**src/rtl/pbc_pkg.sv**
```systemverilog
package pbc_pkg;
    localparam logic [3:0] CMD_NONE = 4'b0000;
    localparam logic [3:0] CMD_RD   = 4'b0110;
    localparam logic [3:0] CMD_RDL  = 4'b1110;
    localparam logic [3:0] CMD_RDM  = 4'b1100;
    localparam logic [3:0] CMD_WR   = 4'b0111;
    localparam logic [3:0] CMD_WRI  = 4'b1111;

    typedef struct packed {
        logic [7:0] line_sz;
        logic [7:0] lat;
    } cfg_state_t;

    typedef struct packed {
        logic [7:0] cnt;
        logic       active;
    } tenure_state_t;
endpackage

```
**src/rtl/pbc_cfg_regs.sv**
```systemverilog
module pbc_cfg_regs
    import pbc_pkg::*;
(
    input  logic       clk,
    input  logic       rst_n,
    input  logic       wr_en,
    input  logic       sel,
    input  logic [7:0] wdata,
    output logic [7:0] rdata,
    output logic [7:0] line_sz,
    output logic [7:0] lat
);
    cfg_state_t st_d, st_q;

    always_comb begin
        st_d = st_q;
        if (wr_en) begin
            if (sel) begin
                st_d.lat = wdata;
            end else begin
                // any single set bit of an 8-bit value is at most 128
                st_d.line_sz = $onehot(wdata) ? wdata : 8'd0;
            end
        end
    end

    always_ff @(posedge clk or negedge rst_n) begin
        if (!rst_n) st_q <= '0;
        else        st_q <= st_d;
    end

    assign line_sz = st_q.line_sz;
    assign lat     = st_q.lat;
    assign rdata   = sel ? st_q.lat : st_q.line_sz;

    // stored line size is always zero or a single power of two
    a_r1_line_sz_legal: assert property (@(posedge clk) disable iff (!rst_n)
        $onehot0(st_q.line_sz));
    // an illegal write leaves zero behind
    a_r1_illegal_to_zero: assert property (@(posedge clk) disable iff (!rst_n)
        (wr_en && !sel && $countones(wdata) != 1) |=> (st_q.line_sz == 8'd0));
endmodule

```
**src/rtl/pbc_cmd_pick.sv**
```systemverilog
module pbc_cmd_pick
    import pbc_pkg::*;
#(
    parameter int ADDR_W = 30,
    parameter int LEN_W  = 12
) (
    input  logic              clk,
    input  logic              rst_n,
    input  logic              req_valid,
    input  logic [ADDR_W-1:0] req_addr,
    input  logic [LEN_W-1:0]  req_len,
    input  logic              req_write,
    input  logic [7:0]        line_sz,
    input  logic [7:0]        lat,
    output logic              rsp_valid,
    output logic [3:0]        rsp_cmd,
    output logic [LEN_W-1:0]  rsp_burst,
    output logic              rsp_err
);
    typedef struct packed {
        logic             valid;
        logic [3:0]       cmd;
        logic [LEN_W-1:0] burst;
        logic             err;
    } rsp_state_t;

    rsp_state_t st_d, st_q;

    logic [ADDR_W-1:0] line_mask;
    logic [ADDR_W-1:0] last_addr;
    logic [ADDR_W-1:0] len_ext;
    logic [LEN_W-1:0]  lat_ext;
    logic              size_zero;
    logic              spans_lines;
    logic              start_aligned;
    logic              len_whole;

    always_comb begin
        size_zero     = (line_sz == 8'd0);
        line_mask     = ADDR_W'(line_sz) - ADDR_W'(1);
        len_ext       = ADDR_W'(req_len);
        last_addr     = req_addr + len_ext - ADDR_W'(1);
        spans_lines   = ((req_addr ^ last_addr) & ~line_mask) != '0;
        start_aligned = (req_addr & line_mask) == '0;
        len_whole     = (len_ext & line_mask) == '0;
        lat_ext       = LEN_W'(lat);

        st_d       = '0;
        st_d.valid = req_valid;
        if (req_valid) begin
            if (req_len == '0) begin
                st_d.err = 1'b1;
                st_d.cmd = CMD_NONE;
            end else begin
                if (req_write) begin
                    st_d.cmd = (!size_zero && start_aligned && len_whole) ? CMD_WRI : CMD_WR;
                end else if (req_len == LEN_W'(1) || size_zero) begin
                    st_d.cmd = CMD_RD;
                end else begin
                    st_d.cmd = spans_lines ? CMD_RDM : CMD_RDL;
                end
                st_d.burst = (lat != 8'd0 && lat_ext < req_len) ? lat_ext : req_len;
            end
        end
    end

    always_ff @(posedge clk or negedge rst_n) begin
        if (!rst_n) st_q <= '0;
        else        st_q <= st_d;
    end

    assign rsp_valid = st_q.valid;
    assign rsp_cmd   = st_q.cmd;
    assign rsp_burst = st_q.burst;
    assign rsp_err   = st_q.err;

    // one response per request, in the following cycle
    a_r9_rsp_follows: assert property (@(posedge clk) disable iff (!rst_n)
        req_valid |=> rsp_valid);
    a_r9_no_spurious: assert property (@(posedge clk) disable iff (!rst_n)
        !req_valid |=> !rsp_valid);
    // zero length reports error and no command
    a_r8_zero_len: assert property (@(posedge clk) disable iff (!rst_n)
        (req_valid && req_len == '0) |=> (rsp_err && rsp_cmd == CMD_NONE));
    // without a line size only plain commands appear
    a_r7_plain_only: assert property (@(posedge clk) disable iff (!rst_n)
        (req_valid && line_sz == 8'd0 && req_len != '0)
            |=> (rsp_cmd == CMD_RD || rsp_cmd == CMD_WR));
    // burst never exceeds the requested length
    a_r9_burst_bound: assert property (@(posedge clk) disable iff (!rst_n)
        rsp_valid |-> (rsp_burst <= $past(req_len)));
endmodule

```
**src/rtl/pbc_tenure_timer.sv**
```systemverilog
module pbc_tenure_timer
    import pbc_pkg::*;
(
    input  logic       clk,
    input  logic       rst_n,
    input  logic [7:0] lat,
    input  logic       frame_start,
    input  logic       xfer_done,
    input  logic       bus_gnt,
    output logic       stop_req
);
    tenure_state_t st_d, st_q;

    always_comb begin
        st_d = st_q;
        if (frame_start) begin
            st_d.cnt    = lat;
            st_d.active = 1'b1;
        end else begin
            if (st_q.cnt != 8'd0) st_d.cnt = st_q.cnt - 8'd1;
            if (xfer_done)        st_d.active = 1'b0;
        end
    end

    always_ff @(posedge clk or negedge rst_n) begin
        if (!rst_n) st_q <= '0;
        else        st_q <= st_d;
    end

    assign stop_req = st_q.active && (st_q.cnt == 8'd0) && !bus_gnt;

    // a new tenure loads the programmed budget
    a_r10_load: assert property (@(posedge clk) disable iff (!rst_n)
        frame_start |=> (st_q.cnt == $past(lat) && st_q.active));
    // counter moves down by one while running
    a_r10_count_down: assert property (@(posedge clk) disable iff (!rst_n)
        (!frame_start && st_q.cnt != 8'd0) |=> (st_q.cnt == $past(st_q.cnt) - 8'd1));
    // stop only while grant is removed
    a_r10_stop_needs_no_gnt: assert property (@(posedge clk) disable iff (!rst_n)
        stop_req |-> !bus_gnt);
endmodule

```
**src/rtl/pci_burst_cmd_sel.sv**
```systemverilog
module pci_burst_cmd_sel
    import pbc_pkg::*;
#(
    parameter int ADDR_W = 30,
    parameter int LEN_W  = 12
) (
    input  logic              clk,
    input  logic              rst_n,
    input  logic              cfg_wr_en,
    input  logic              cfg_sel,
    input  logic [7:0]        cfg_wdata,
    output logic [7:0]        cfg_rdata,
    input  logic              req_valid,
    input  logic [ADDR_W-1:0] req_addr,
    input  logic [LEN_W-1:0]  req_len,
    input  logic              req_write,
    output logic              rsp_valid,
    output logic [3:0]        rsp_cmd,
    output logic [LEN_W-1:0]  rsp_burst,
    output logic              rsp_err,
    input  logic              frame_start,
    input  logic              xfer_done,
    input  logic              bus_gnt,
    output logic              stop_req
);
    logic [7:0] line_sz;
    logic [7:0] lat;

    pbc_cfg_regs u_cfg (
        .clk     (clk),
        .rst_n   (rst_n),
        .wr_en   (cfg_wr_en),
        .sel     (cfg_sel),
        .wdata   (cfg_wdata),
        .rdata   (cfg_rdata),
        .line_sz (line_sz),
        .lat     (lat)
    );

    pbc_cmd_pick #(.ADDR_W(ADDR_W), .LEN_W(LEN_W)) u_pick (
        .clk       (clk),
        .rst_n     (rst_n),
        .req_valid (req_valid),
        .req_addr  (req_addr),
        .req_len   (req_len),
        .req_write (req_write),
        .line_sz   (line_sz),
        .lat       (lat),
        .rsp_valid (rsp_valid),
        .rsp_cmd   (rsp_cmd),
        .rsp_burst (rsp_burst),
        .rsp_err   (rsp_err)
    );

    pbc_tenure_timer u_tenure (
        .clk         (clk),
        .rst_n       (rst_n),
        .lat         (lat),
        .frame_start (frame_start),
        .xfer_done   (xfer_done),
        .bus_gnt     (bus_gnt),
        .stop_req    (stop_req)
    );

    // invalidate command only with a line size in force (R11: size before the edge)
    a_r5_wri_needs_size: assert property (@(posedge clk) disable iff (!rst_n)
        (rsp_valid && rsp_cmd == CMD_WRI) |-> ($past(line_sz) != 8'd0 && $past(req_write)));
    // line-read command never for single dword
    a_r3_rdl_multi: assert property (@(posedge clk) disable iff (!rst_n)
        (rsp_valid && rsp_cmd == CMD_RDL) |-> ($past(req_len) > LEN_W'(1)));
endmodule

```
**config.mk**
```make
export PLATFORM = sky130hd
export DESIGN_NAME = pci_burst_cmd_sel
export DESIGN_NICKNAME = d
export VERILOG_FILES = /design/src/rtl/pbc_pkg.sv /design/src/rtl/pbc_cfg_regs.sv /design/src/rtl/pbc_cmd_pick.sv /design/src/rtl/pbc_tenure_timer.sv /design/src/rtl/pci_burst_cmd_sel.sv
export SDC_FILE = /design/constraint.sdc
export NUM_CORES = 1
export LEC_CHECK = 0
export BUFFER_PORTS_ARGS = -buffer_cell sky130_fd_sc_hd__buf_2
export CAP_MARGIN = 20
export CORE_UTILIZATION = 30
export DETAILED_ROUTE_END_ITERATION = 12
export GPL_ROUTABILITY_DRIVEN = 0
export PLACE_DENSITY_LB_ADDON = 0.15
export RECOVER_POWER = 50
export SLEW_MARGIN = 0
export SYNTH_ARGS = -nofsm -noshare
export SYNTH_HDL_FRONTEND = slang
export SYNTH_HIERARCHICAL = 1
export SYNTH_SLANG_ARGS = --single-unit
```
**constraint.sdc**
```tcl
create_clock -name clk -period 6.7 [get_ports clk]
set_input_delay 1.34 -clock clk [delete_from_list [all_inputs] [get_ports clk]]
set_output_delay 1.34 -clock clk [all_outputs]
set_load 0.1 [all_outputs]
```
# ---- Word-level counts from Yosys, hierarchy flattened
# Index checks and enable logic that the tools add are counted.
dict set report word_totals {
  regBits 43
  out_inout_bits 27
}
dict set report op_classes {
  addsub 11
  order_cmp 1
  n_eq_ne 2
  n_mux 14
  bitwise 6
  n_reduce_logical 20
}
# op n
set op_table {}
lappend op_table {{$and A30 B30 Y30} 2}
lappend op_table {{$logic_not A30 Y1} 2}
lappend op_table {{$add A30 B12 Y30} 1}
lappend op_table {{$and A12 B30 Y30} 1}
lappend op_table {{$not A30 Y30} 1}
lappend op_table {{$reduce_bool A30 Y1} 1}
lappend op_table {{$sub A30 B1 Y30 const B} 1}
lappend op_table {{$xor A30 B30 Y30} 1}
lappend op_table {{$mux W12} 2}
lappend op_table {{$mux W8} 3}
lappend op_table {{$mux W17} 1}
lappend op_table {{$logic_not A8 Y1} 2}
lappend op_table {{$mux W4} 4}
lappend op_table {{$reduce_bool A8 Y1} 2}
lappend op_table {{$add A4 B4 Y4} 3}
lappend op_table {{$eq A12 B1 Y1 const B} 1}
lappend op_table {{$logic_not A12 Y1} 1}
lappend op_table {{$lt A8 B12 Y1} 1}
lappend op_table {{$mux W9} 1}
lappend op_table {{$sub A8 B1 Y9 const B} 1}
lappend op_table {{$add A1 B1 Y2} 4}
lappend op_table {{$sub A8 B1 Y8 const B} 1}
lappend op_table {{$logic_and A1 B1 Y1} 5}
lappend op_table {{$eq A4 B1 Y1 const B} 1}
lappend op_table {{other kinds (7)} 11}

# ---- Longest topological paths before layout
dict set report depth {
  depth_word 10
  ltp_mapped 14
}

# ---- By module
# The synthesis kept the hierarchy.
# mod instances cells_per_inst area_per_inst_um2 seq_area_each_um2
set modules_own_cells {}
lappend modules_own_cells {pbc_cmd_pick 1 490 3573.4 450.4}
lappend modules_own_cells {pbc_cfg_regs 1 76 867.1 400.4}
lappend modules_own_cells {pbc_tenure_timer 1 64 598.1 225.2}

# ---- Worst setup path after synthesis
# No wires, ideal clock.
dict set report synth_path {
  path_type {input-to-reg}
  from {input cfg_wdata[0]}
  to {register u_cfg.st_q, in the netlist u_cfg/line_sz[0]}
  setup_ps 67
  arrival_time_ps 4364
  slack_ps 2269
  stages 11
  n_path_buf 0
  cell_sequence {inv_1 > fa_1 > fa_1 > fa_1 > inv_1 > ha_1 > inv_1 > fa_1 > a211o_1 > a2111oi_4 > a22o_1}
}
dict set report synth_via {
  elab_chain_len 5
}
# item line_no
set synth_lines {}
lappend synth_lines {{start: declaration} pci_burst_cmd_sel.sv:11} ;# input logic [7:0] cfg_wdata,
lappend synth_lines {{$add A1 B1 Y2 (not written as such)} pbc_cfg_regs.sv:22} ;# st_d.line_sz = $onehot(wdata) ? wdata : 8'd0;
lappend synth_lines {{$add A4 B4 Y4 (not written as such) (2 in series)} pbc_cfg_regs.sv:22}
lappend synth_lines {{$eq A4 B1 Y1} pbc_cfg_regs.sv:22}
lappend synth_lines {{$mux W8 *} pbc_cfg_regs.sv:22}
lappend synth_lines {{end signal: assignment} pbc_cfg_regs.sv:29} ;# else st_q <= st_d;
lappend synth_lines {{end: declaration} pbc_cfg_regs.sv:13} ;# cfg_state_t st_d, st_q;
# Every way passes the cells marked *; elsewhere a longest branch is shown, timed or not.
# A chain may end at the register's enable or synchronous reset.

==> flow_summary_export.csv <==
group,metric,value,unit
cells_and_area,post_route_cells_drive_above_1_share,0.169,
sta,rsz0062_at_grt,"no",
floorplanning,die_height,132,um
synthesis,yosysWarningCount,6,
global_routing,grt.met3_usage,0.0289,
worst_hold_path,hp-class,"flop to flop",
detailed_routing,vias_per_cell,5.25,
power,power_switching_share,0.482,
synthesis,ys_types,66,
floorplanning,floorplan.die.width,132,um
critical_path,cp_max_fo,4,
sta,tightest_slew,2.29,ns
power,seqPwrFrac,0.262,
synthesis,synthFlopType,"dfrtp_1",
floorplanning,starting_density_of_the_core,0.306,
power,p_leak,2.86,nW
power,cellInternalPower,0.699,mW
clocking,post_cts.repair.setup_buffers,0,
power,ir_worst_vdd,199,uV
clocking,insertion_delay,0.28,ns
detailed_routing,drt-total-wl,15400,um
clocking,cts_made_buffers,5,
critical_path,reg2reg_from,"u_cfg/line_sz[0]",
status,violated_checks,"capacitance limit, slew limit",
cells_and_area,finalNonFillerCells,919,
global_routing,met2_resource_use_gr,0.291,
clocking,clock_tree.buffer_depth,2,
critical_path,cp.required,6.92,ns
critical_path,endpoint,"u_pick/rsp_cmd[1]",
synthesis,syn_inst,630,
placement,place.port_buffers,84,
floorplanning,design.die.area,17300,um2
critical_path,worst_setup_path_start_kind,"input pin",
clocking,clock_transition_at_the_registers_of_the_reported_paths,0.06,ns
sta,fin_crit,4.83,ns
detailed_routing,drt_pre_antenna_iters,6,
synthesis,ys_top_cells_by_area,"dfrtp_1 (21%), ha_1 (13%), inv_1 (6.6%)",
global_routing,grt_pass1_wl,25000,um
clocking,cts.htree.levels,2,
run,cap_violations,1,
clocking,clockRootBuffer,"clkbuf_16",
sta,finClkSkew,0.00644,ns
detailed_routing,drt_iter0_markers,247,
synthesis,number_of_synthesized_flops_with_an_enable_pin,0,
sta,achievable-frequency,0.207,GHz
sta,setup_viol,0,
status,run_status,"finished with violations",
sta,final_min_period_over_clock_period,0.720,
sta,slew-limit-headroom,-0.529,
critical_path,crit_arrival,5.04,ns
critical_path,startpoint_to_endpoint_class_of_the_critical_path,"input pin to flop",
detailed_routing,final_antenna_net_count,0,
global_routing,pin_count_of_the_biggest_net_entering_global_routing,44,
synthesis,sequential_share_of_the_synthesized_area,0.214,
critical_path,timing.critical_path.to_type,"flop",
synthesis,yosysTopAreaCell,"dfrtp_1",
power,finalPower,1.35,mW
detailed_routing,drcViolationCount,0,
clocking,ctsHoldBuffers,0,
synthesis,postSynth.asyncResetShare,1.00,
global_routing,grt_overflow,0,
floorplanning,row_count,47,
synthesis,synth.cell_area,5040,um2
detailed_routing,vias,4829,
synthesis,synth_nets,747,
sta,setup-tns-final,0,ns
power,p_clk_frac,0.172,
synthesis,synth-seq-cells,43,
global_routing,antenna_found_initial,0,
power,net-switching-power,0.651,mW
placement,sum_of_net_half_perimeters_after_detailed_placement,12800,um
global_routing,most_used_routing_layer,"met2",
synthesis,synth.top_cell.area_share,0.214,
cells_and_area,nNetsFinal,815,
global_routing,gr-usage-met1,0.251,
cells_and_area,layout-area-overhead-vs-synth,14.7,%
global_routing,globalRouteTotalUtil,0.180,
critical_path,timing.critical_path.from,"req_len[1]",
sta,finalHoldViolCount,0,
floorplanning,floorplan.core_area,16500,um2
cells_and_area,diodes,0,
sta,post_route_worst_hold_slack,0.483,ns
detailed_routing,routedWlPerCell,16.8,um
clocking,ctsResizeCount,0,
power,power.density,234,nW/um2
sta,timing.final.max_slew_violations,44,
worst_hold_path,worstHoldStart,"u_tenure/st_q[0]",
global_routing,grt_pass1_vias,4727,
critical_path,worst-r2r-cell-count,10,
floorplanning,ios,86,
critical_path,register_to_register_path_setup_slack,3.44,ns
critical_path,worst_r2r_dst,"u_pick/rsp_cmd[1]",
clocking,tritoncts,"yes",
clocking,clock_sink_count,43,
power,power.share.combinational,0.566,
placement,dpl.cell_count,911,
synthesis,avgSynthCellArea,8.00,um2
[power groups by stage]
stage / sequential, mW / combinational (mW) / clock [mW]
floorplan: 0.407 / 0.518 / 0
global placement: 0.356 / 0.750 / 0
detailed placement: 0.358 / 0.757 / 0
CTS: 0.353 / 0.762 / 0.240
global route: 0.359 / 0.833 / 0.251
finish: 0.353 / 0.764 / 0.233
[worst min-delay path by stage]
| stage | end | slack, ns | cells after the start |
|---|---|---|---|
| after floorplan | u_tenure/st_q[0] | 0.45 | 1 |
| after global placement | u_tenure/st_q[0] | 0.46 | 1 |
| after detailed placement | u_tenure/st_q[0] | 0.47 | 1 |
| after CTS | u_tenure/st_q[0] | 0.49 | 1 |
| after global routing | u_tenure/st_q[0] | 0.51 | 1 |
| final | u_tenure/st_q[0] | 0.48 | 1 |
[critical path: stages]
cell and delay (ns):
buf_2 0.14, inv_1 0.10, ha_1 0.28, inv_1 0.04, ha_1 0.21, fa_1 0.42, a21o_1 0.21, a221oi_2 0.42
o21ai_1 0.18, a311o_1 0.40, xnor2_1 0.15, nor4_1 0.47, nand4_1 0.16, nor4_1 0.33, a22o_1 0.17
[flip-flops by register name, indices dropped and copies added (netlist names)]
name	flops
u_pick/rsp_valid	1
u_cfg/lat	8
u_cfg/line_sz	8
u_pick/rsp_burst	12
u_pick/rsp_cmd	4
u_pick/rsp_err	1
u_tenure/st_q	9
[through the flow]
stage	worst slack (ns)	utilization	area, um2
detailed placement	1.62	0.343	5640
global placement	1.58	0.343	5640
floorplan	2.27	-	5040
global route	1.70	0.351	5780
CTS	1.89	0.351	5780
finish	1.87	0.351	5780
[Yosys cell counts (4+ instances only)]
cell type  number
o21ai_0        23
clkbuf_1       18
fa_1            5
a22oi_1         4
mux2i_1        12
o21a_1          7
nor3_1         16
o31ai_1         7
xor2_1         17
o22ai_1         4
a211o_1         7
ha_1           53
nand3_1        15
o211ai_1        4
buf_2           5
nor2b_1         7
xnor2_1        28
inv_1          89
nor2_1         30
dfrtp_1        43
o21ai_1         4
or3_1           5
and3_1          9
a21o_1         18
nand2_1        57
a21boi_0        4
a22o_1          9
mux2_2         10
nor3b_1         4
a21oi_1        30
nand4_1        21
nor4_1          8
[layer usage]
metal | wire length (um) | vias to the layer above
met5 | 0 | -
met1 | 7520 | 2275
met3 | 801 | 15
met4 | 151 | 0
met2 | 6960 | 153
li1 | - | 2386
[cell usage in the layout, fill, tap and decap left out, types with 4 or more instances in the layout]
cell type,Yosys,final
xnor2_1,28,28
nor2b_1,7,7
mux2i_1,12,12
o21ai_0,23,23
nand3_1,15,15
a21o_1,18,18
nand4_1,21,21
or3_1,5,5
mux2_2,10,10
o21ai_1,4,4
nand2_1,57,57
o211ai_1,4,4
a22o_1,9,9
o31ai_1,7,6
fa_1,5,5
a211o_1,7,7
nor4_1,8,8
dfrtp_1,43,43
inv_1,89,89
nor3_1,16,16
clkbuf_16,0,5
a21boi_0,4,4
a22oi_1,4,4
ha_1,53,53
a21oi_1,30,30
and3_1,9,9
clkbuf_1,18,4
nor2_1,30,30
buf_2,5,80
o22ai_1,4,4
xor2_1,17,17
o21a_1,7,7
nor3b_1,4,4
[logic make-up after synthesis]
group,synth area share
and+or+nand+nor,0.203
AOI/OAI and AO/OA,0.220
buffers and inverters,0.0869
adders and majority gates,0.151
xor gates and xnor gates,0.0782
DFF,0.214
muxes,0.0462
[area by class of cell]
type / count / area [um2]
fillers: 1760 / 10700
flip-flops and latches: 43 / 1080
clock buffers: 5 / 125
multi-input cells: 474 / 3530
inverters: 89 / 334
clock inverters: 3 / 15.0
well taps: 220 / 275
repair buffers: 85 / 423
(Power assumes the default switching activity.)
